### config.mk
export PLATFORM = sky130hd
export DESIGN_NAME = seg_page_walker
export DESIGN_NICKNAME = d
export VERILOG_FILES = /design/src/rtl/seg_page_walker.sv
export SDC_FILE = /design/constraint.sdc
export NUM_CORES = 1
export LEC_CHECK = 0
export ABC_AREA = 1
export ABC_CLOCK_PERIOD_IN_PS = 10020
export CAP_MARGIN = 20
export CORE_AREA = 3 3 149 151
export DETAILED_ROUTE_END_ITERATION = 8
export DIE_AREA = 0 0 152 154
export PLACE_DENSITY = 0.87
export SETUP_SLACK_MARGIN = 0.02
export SLEW_MARGIN = 10
export SYNTH_ARGS = -nofsm -noshare
export SYNTH_HDL_FRONTEND = slang
export SYNTH_SLANG_ARGS = --single-unit
export TNS_END_PERCENT = 5
### constraint.sdc
create_clock -name clk -period 10.02 [get_ports clk]
set_input_delay 2.505 -clock clk [delete_from_list [all_inputs] [get_ports clk]]
set_output_delay 2.505 -clock clk [all_outputs]
set_load 0.05 [all_outputs]
### src/rtl/seg_page_walker.sv
module seg_page_walker #(
  parameter int SEL_W = 13,
  parameter int AW    = 32,
  parameter int IDX_W = 10,
  parameter int PG_W  = 12
) (
  input  logic             clk,
  input  logic             rst_n,
  input  logic             req_valid,
  input  logic [SEL_W-1:0] req_sel,
  input  logic [AW-1:0]    req_off,
  input  logic [AW-1:0]    seg_tbl_base,
  input  logic [SEL_W-1:0] seg_tbl_len,
  input  logic [AW-1:0]    dir_base,
  output logic             mem_rd_en,
  output logic [AW-1:0]    mem_rd_addr,
  input  logic             mem_rd_valid,
  input  logic [AW-1:0]    mem_rd_data,
  output logic             busy,
  output logic             done,
  output logic             fault,
  output logic [2:0]       fault_code,
  output logic [AW-1:0]    phys_addr
);
  localparam int DESC_SH = 3;
  localparam int PTE_SH  = 2;
  localparam int OUT_LSB = PG_W + IDX_W;

  localparam logic [2:0] FC_NONE  = 3'd0;
  localparam logic [2:0] FC_TRAP  = 3'd1;
  localparam logic [2:0] FC_LIMIT = 3'd2;
  localparam logic [2:0] FC_NP_O  = 3'd3;
  localparam logic [2:0] FC_NP_I  = 3'd4;

  typedef enum logic [2:0] {
    W_IDLE, W_LIMIT, W_BASE, W_OUTER, W_INNER, W_DONE
  } walk_t;

  walk_t            st;
  logic [SEL_W-1:0] sel_q;
  logic [AW-1:0]    off_q;
  logic [AW-1:0]    lin_q;
  logic [AW-1:0]    tbl_q;
  logic [AW-1:0]    pa_q;
  logic [2:0]       fc_q;
  logic             pend;

  logic [AW-1:0] desc_addr;
  logic [AW-1:0] outer_addr;
  logic [AW-1:0] inner_addr;
  logic          reading;
  logic          got;

  assign desc_addr  = seg_tbl_base + (AW'(sel_q) << DESC_SH);
  assign outer_addr = dir_base + (AW'(lin_q[OUT_LSB +: IDX_W]) << PTE_SH);
  assign inner_addr = tbl_q + (AW'(lin_q[PG_W +: IDX_W]) << PTE_SH);

  assign reading   = (st == W_LIMIT) || (st == W_BASE) ||
                     (st == W_OUTER) || (st == W_INNER);
  assign got       = reading && pend && mem_rd_valid;
  assign mem_rd_en = reading && !pend;

  always_comb begin
    case (st)
      W_LIMIT: mem_rd_addr = desc_addr;
      W_BASE:  mem_rd_addr = desc_addr + AW'(4);
      W_OUTER: mem_rd_addr = outer_addr;
      W_INNER: mem_rd_addr = inner_addr;
      default: mem_rd_addr = '0;
    endcase
  end

  assign busy       = (st != W_IDLE);
  assign done       = (st == W_DONE) && (fc_q == FC_NONE);
  assign fault      = (st == W_DONE) && (fc_q != FC_NONE);
  assign fault_code = fault ? fc_q : FC_NONE;
  assign phys_addr  = pa_q;

  always_ff @(posedge clk or negedge rst_n) begin
    if (!rst_n) begin
      st    <= W_IDLE;
      sel_q <= '0;
      off_q <= '0;
      lin_q <= '0;
      tbl_q <= '0;
      pa_q  <= '0;
      fc_q  <= FC_NONE;
      pend  <= 1'b0;
    end else begin
      if (mem_rd_en) pend <= 1'b1;
      if (got)       pend <= 1'b0;
      case (st)
        W_IDLE: if (req_valid) begin
          sel_q <= req_sel;
          off_q <= req_off;
          if (req_sel > seg_tbl_len) begin
            fc_q <= FC_TRAP;
            st   <= W_DONE;
          end else begin
            fc_q <= FC_NONE;
            st   <= W_LIMIT;
          end
        end
        W_LIMIT: if (got) begin
          if (off_q > mem_rd_data) begin
            fc_q <= FC_LIMIT;
            st   <= W_DONE;
          end else begin
            st <= W_BASE;
          end
        end
        W_BASE: if (got) begin
          lin_q <= mem_rd_data + off_q;
          st    <= W_OUTER;
        end
        W_OUTER: if (got) begin
          if (!mem_rd_data[0]) begin
            fc_q <= FC_NP_O;
            st   <= W_DONE;
          end else begin
            tbl_q <= {mem_rd_data[AW-1:PG_W], {PG_W{1'b0}}};
            st    <= W_INNER;
          end
        end
        W_INNER: if (got) begin
          if (!mem_rd_data[0]) begin
            fc_q <= FC_NP_I;
          end else begin
            pa_q <= {mem_rd_data[AW-1:PG_W], lin_q[PG_W-1:0]};
          end
          st <= W_DONE;
        end
        default: st <= W_IDLE;
      endcase
    end
  end
endmodule

# After elaboration in Yosys (flattened, before gate mapping)
# Index checks and enable logic that the tools add are counted.
totals:
  reg_bits: 136
  inputBits: 158
  output_inout_bits: 71
  wordCells: 71
op_classes:
  add_sub_neg: 5
  order_cmp: 2
  n_eq_ne: 13
  mux: 22
  reduce_logical: 21
op_table:
  columns: ["operator", "count"]
  rows:
  - ["32-bit case mux with 4 select lines", 1]
  - ["32-bit by 12-bit adder with 32-bit output", 2]
  - ["3-bit 2-to-1 mux", 15]
  - ["32-bit by 16-bit adder with 32-bit output", 1]
  - ["32-bit by 3-bit adder with 32-bit output, second input constant", 1]
  - ["32-bit adder", 1]
  - ["32-bit greater-than comparator", 1]
  - ["3-bit case mux with 5 select lines", 1]
  - ["2-bit inequality test, second input constant", 7]
  - ["13-bit greater-than comparator", 1]
  - ["3-bit case mux with 4 select lines", 1]
  - ["8-bit AND reduction", 1]
  - ["3-bit by 2-bit == test with 1-bit output, second input constant", 2]
  - ["3-bit == test, second input constant", 2]
  - ["3-bit zero test", 2]
  - ["3-bit AND reduction", 2]
  - ["3-bit nonzero test", 2]
  - ["1-bit logical AND", 5]
  - ["5-bit AND reduction", 1]
  - ["1-bit 2-to-1 mux", 4]
  - ["2-bit AND reduction", 2]
  - ["4-bit nonzero test", 1]
  - ["3-bit by 1-bit == test with 1-bit output, second input constant", 1]
  - ["1-bit logical OR", 3]
  - ["3 further kinds", 3]

# Depth between registers and ports, before layout
depth:
  word_depth: 8
  ltp_mapped: 21
  ltp_nobuf: 21

# Least setup slack after synthesis
# Ideal clock, no wire load.
synth_timing:
  path_type: "input-to-output"
  from: "input port seg_tbl_base[3]"
  to: "output port mem_rd_addr[11]"
  t_arrival_ns: 5.148
  required_time_ns: 7.515
  slack_ns: 2.367
  stages: 12
  path_buffers: 0
  path_cell_list: "ha_1 inv_1 fa_1 inv_1 nand3_1 nor2_1 nand2_2 nor2_2 nand2_2 nor2_2 nor2_1 o21ai_0"
synth_via:
  elab_chain_len: 3
synth_lines:
  columns: ["item", "line_no", "rtl"]
  rows:
  - ["start, declared", "12", "input logic [AW-1:0] seg_tbl_base,"]
  - ["32-bit by 16-bit adder with 32-bit output *", "54", "assign desc_addr = seg_tbl_base + (AW'(sel_q) << DESC_SH);"]
  - ["32-bit by 3-bit adder with 32-bit output", "66", "W_BASE: mem_rd_addr = desc_addr + AW'(4);"]
  - ["32-bit case mux with 4 select lines *", "64", "case (st)"]
  - ["end, declared", "16", "output logic [AW-1:0] mem_rd_addr,"]
# Every way passes the cells marked *; elsewhere a longest branch is shown, timed or not.

# Worst setup path in the final report
layout_timing:
  from: "input port seg_tbl_base[3]"
  to: "output port mem_rd_addr[23]"
# The elaborated chain is that of the path after synthesis.

==> reports/metrics.csv <==
stage;metric;value;unit
sta;slew_viol_final;0;
finish;drive_gt1_frac;0.0970;
clocking;postCtsSetupBuffers;0;
pwr;power.leakage;7.38;nW
yosys;yosys_warnings;0;
sta;setup_ws;1210;ps
finish;antenna_cells;0;
critical_path;rrSetupSlack;6490;ps
finish;final_cell_mix;460 x nand2_1, 227 x clkdlybuf4s50_1, 216 x inv_1;
clocking;cts_root_buffer;clkbuf_16;
yosys;synthCells;1756;
global_routing;grt_antenna_before_repair;0;
sta;hold_viol;0;
clocking;cts_tree;built;
sta;timing.fmax;0.113;GHz
routing;dr.pass1.iters;6;
sta;setup_tns;0;ps
routing;vias;13100;
routing;post_drt_via_cell_ratio;5.78;
sta;slew_headroom;0.395;
clocking;cts_hold_buf;0;
sta;fin_skew;9.08;ps
critical_path;critPathMaxFanout;4;
floorplanning;io_pins;229;
critical_path;endpoint_kind;primary output;
floorplanning;start_util;0.581;
placement;portBuffers;228;
routing;wl_per_cell;18.2;µm
sta;setup-violations-final;0;
critical_path;start_kind;primary input;
yosys;syn-cell-area;12200;µm²
job;max_cap_viol_count;0;
yosys;syn_avg_cell_area;6.93;µm²
critical_path;crit_required;7520;ps
finish;final_nets;2238;
clocking;clk_pin_slew;70;ps
floorplanning;die_h;154;µm
yosys;syn_nets;2017;
floorplanning;die_w;152;µm
yosys;synth-seq-cells;136;
global_routing;grt.overflow.total;0;
critical_path;path_class;in -> out;
pwr;power.density;312;nW/µm²
placement;hpwl;33000;µm
global_routing;grt_max_degree;71;
global_routing;grt_pass1_wl;65600;µm
routing;drt_iter0_markers;1128;
floorplanning;core;21000;µm²
finish;area_growth;25.7;%
finish;fin_area;15300;µm²
sta;rsz0062_at_grt;false;
sta;whs;484;ps
finish;mostFrequentLayoutCell;nand2_1;
sta;worst_pin_slew;905;ps
clocking;ctsResizeCount;0;
finish;finalCoreUtilization;0.730;
routing;drt_drc_violations_left;0;
worst_hold_path;hold_class;reg -> reg;
sta;fin_crit;8810;ps
yosys;seq_area_frac_synth;0.279;
floorplanning;rows;53;
clocking;cts.sinks;136;
sta;period_share;0.880;
clocking;htreeDepth;4;
placement;post_dp_cell_area;14700;µm²
clocking;numCtsBuffers;17;
yosys;synth.distinct_cells;58;
global_routing;grt_usage;0.343;
outcome;outcome;finished, final reports clean;
routing;drt_wl_total;41300;µm
global_routing;grt_pass1_vias;12700;
clocking;clk_latency;440;ps
critical_path;arrival;6310;ps
routing;drtAntennaViolNets;0;
placement;place_congestion;0.980;
floorplanning;die_area;23400;µm²
pwr;peakVddDrop;210;µV
placement;pre_cts_slack;1300;ps
clocking;clockBufferDepth;2;
==> report_power, final <==
group	internal, mW	switching, mW
Clock	0.332	0.297
Combinational	1.06	2.11
Sequential	0.791	0.183
Total	2.18	2.59
==> sequential cells by signal, indices dropped and copies added (netlist names) <==
signal and count:
phys_addr 32, pend 1, lin_q 32, fc_q 3
st 3, sel_q 13, off_q 32, tbl_q 20
==> area by class of cell <==
type / count / area (µm²)
multi-input cells: 1363 / 7790
inverters: 225 / 845
repair buffers: 234 / 2350
fillers: 1629 / 5650
clock buffers: 17 / 425
flip-flops and latches: 136 / 3400
clock inverters: 15 / 148
well taps: 275 / 344
==> worst paths after layout <==
check / start / endpoint / cells after the start
worst max-delay path: seg_tbl_base[3] / mem_rd_addr[23] / 18
worst min-delay path: lin_q[1] / lin_q[1] / 2
worst max register to register: st[2] / lin_q[25] / 9
worst min register to register: lin_q[1] / lin_q[1] / 2
max in group asynchronous: rst_n / off_q[20] / 2
min in group asynchronous: rst_n / sel_q[11] / 1
==> cells in the mapped netlist (all sizes together) <==
cell	instances	area (µm²)
and2	4	28.8
o2111ai	9	78.8
clkbuf	20	75.1
and3	2	12.5
a211o	1	8.76
o21a	3	22.5
o22ai	1	6.26
o211a	1	10.0
fa	3	60.1
a21o	5	37.5
o21ai	136	681
xnor2	7	61.3
a21oi	93	465
a31o	1	8.76
o211ai	9	67.6
o21bai	8	60.1
a211oi	5	42.5
dfrtp	136	3400
nand4	31	194
xor2	18	158
nor4	7	43.8
inv	225	845
nand3	122	641
o31ai	2	15.0
a31oi	5	31.3
nand3b	13	97.6
nor4b	1	8.76
o2bb2ai	2	17.5
o311ai	1	8.76
buf	12	67.6
mux2	52	616
a221oi	1	8.76
nand2	500	1980
nor3	27	166
or2	5	33.8
nor2	184	826
a22o	2	17.5
a21boi	1	7.51
ha	100	1250
a32oi	1	8.76
==> metal layers <==
metal  track usage  vias to the layer above  wire (µm)
met2         0.590                      641      19900
li1              -                     6235          -
met3        0.0417                      116       2700
met5             0                        -          0
met1         0.449                     6095      17200
met4         0.122                        0       1470
==> cells by family after synthesis <==
family / synth area share
DFF: 0.279
muxes: 0.0506
xor gates and xnor gates: 0.0180
buffers and inverters: 0.0811
AOI/OAI and AO/OA: 0.132
and+or+nand+nor: 0.331
adders and majority gates: 0.108
==> critical path: stages <==
cell	delay [ps]
clkdlybuf4s50_1	500
ha_1	240
inv_1	80
fa_1	490
inv_1	130
nand3_1	180
nor2_1	220
nand2_2	110
nor2_2	100
nand2_2	80
nor2_2	150
nand2_1	120
nor2_4	120
nand4_1	160
o21ai_1	170
nand2_1	70
nand2_1	80
clkdlybuf4s50_1	800
==> stage by stage <==
stage,power (mW),cells
finish,4.78,2265
detailed placement,4.08,2232
global route,5.09,2265
floorplan,3.11,1756
CTS,4.73,2264
global placement,4.00,2231
Note: power is estimated with default switching activity, not from simulation.
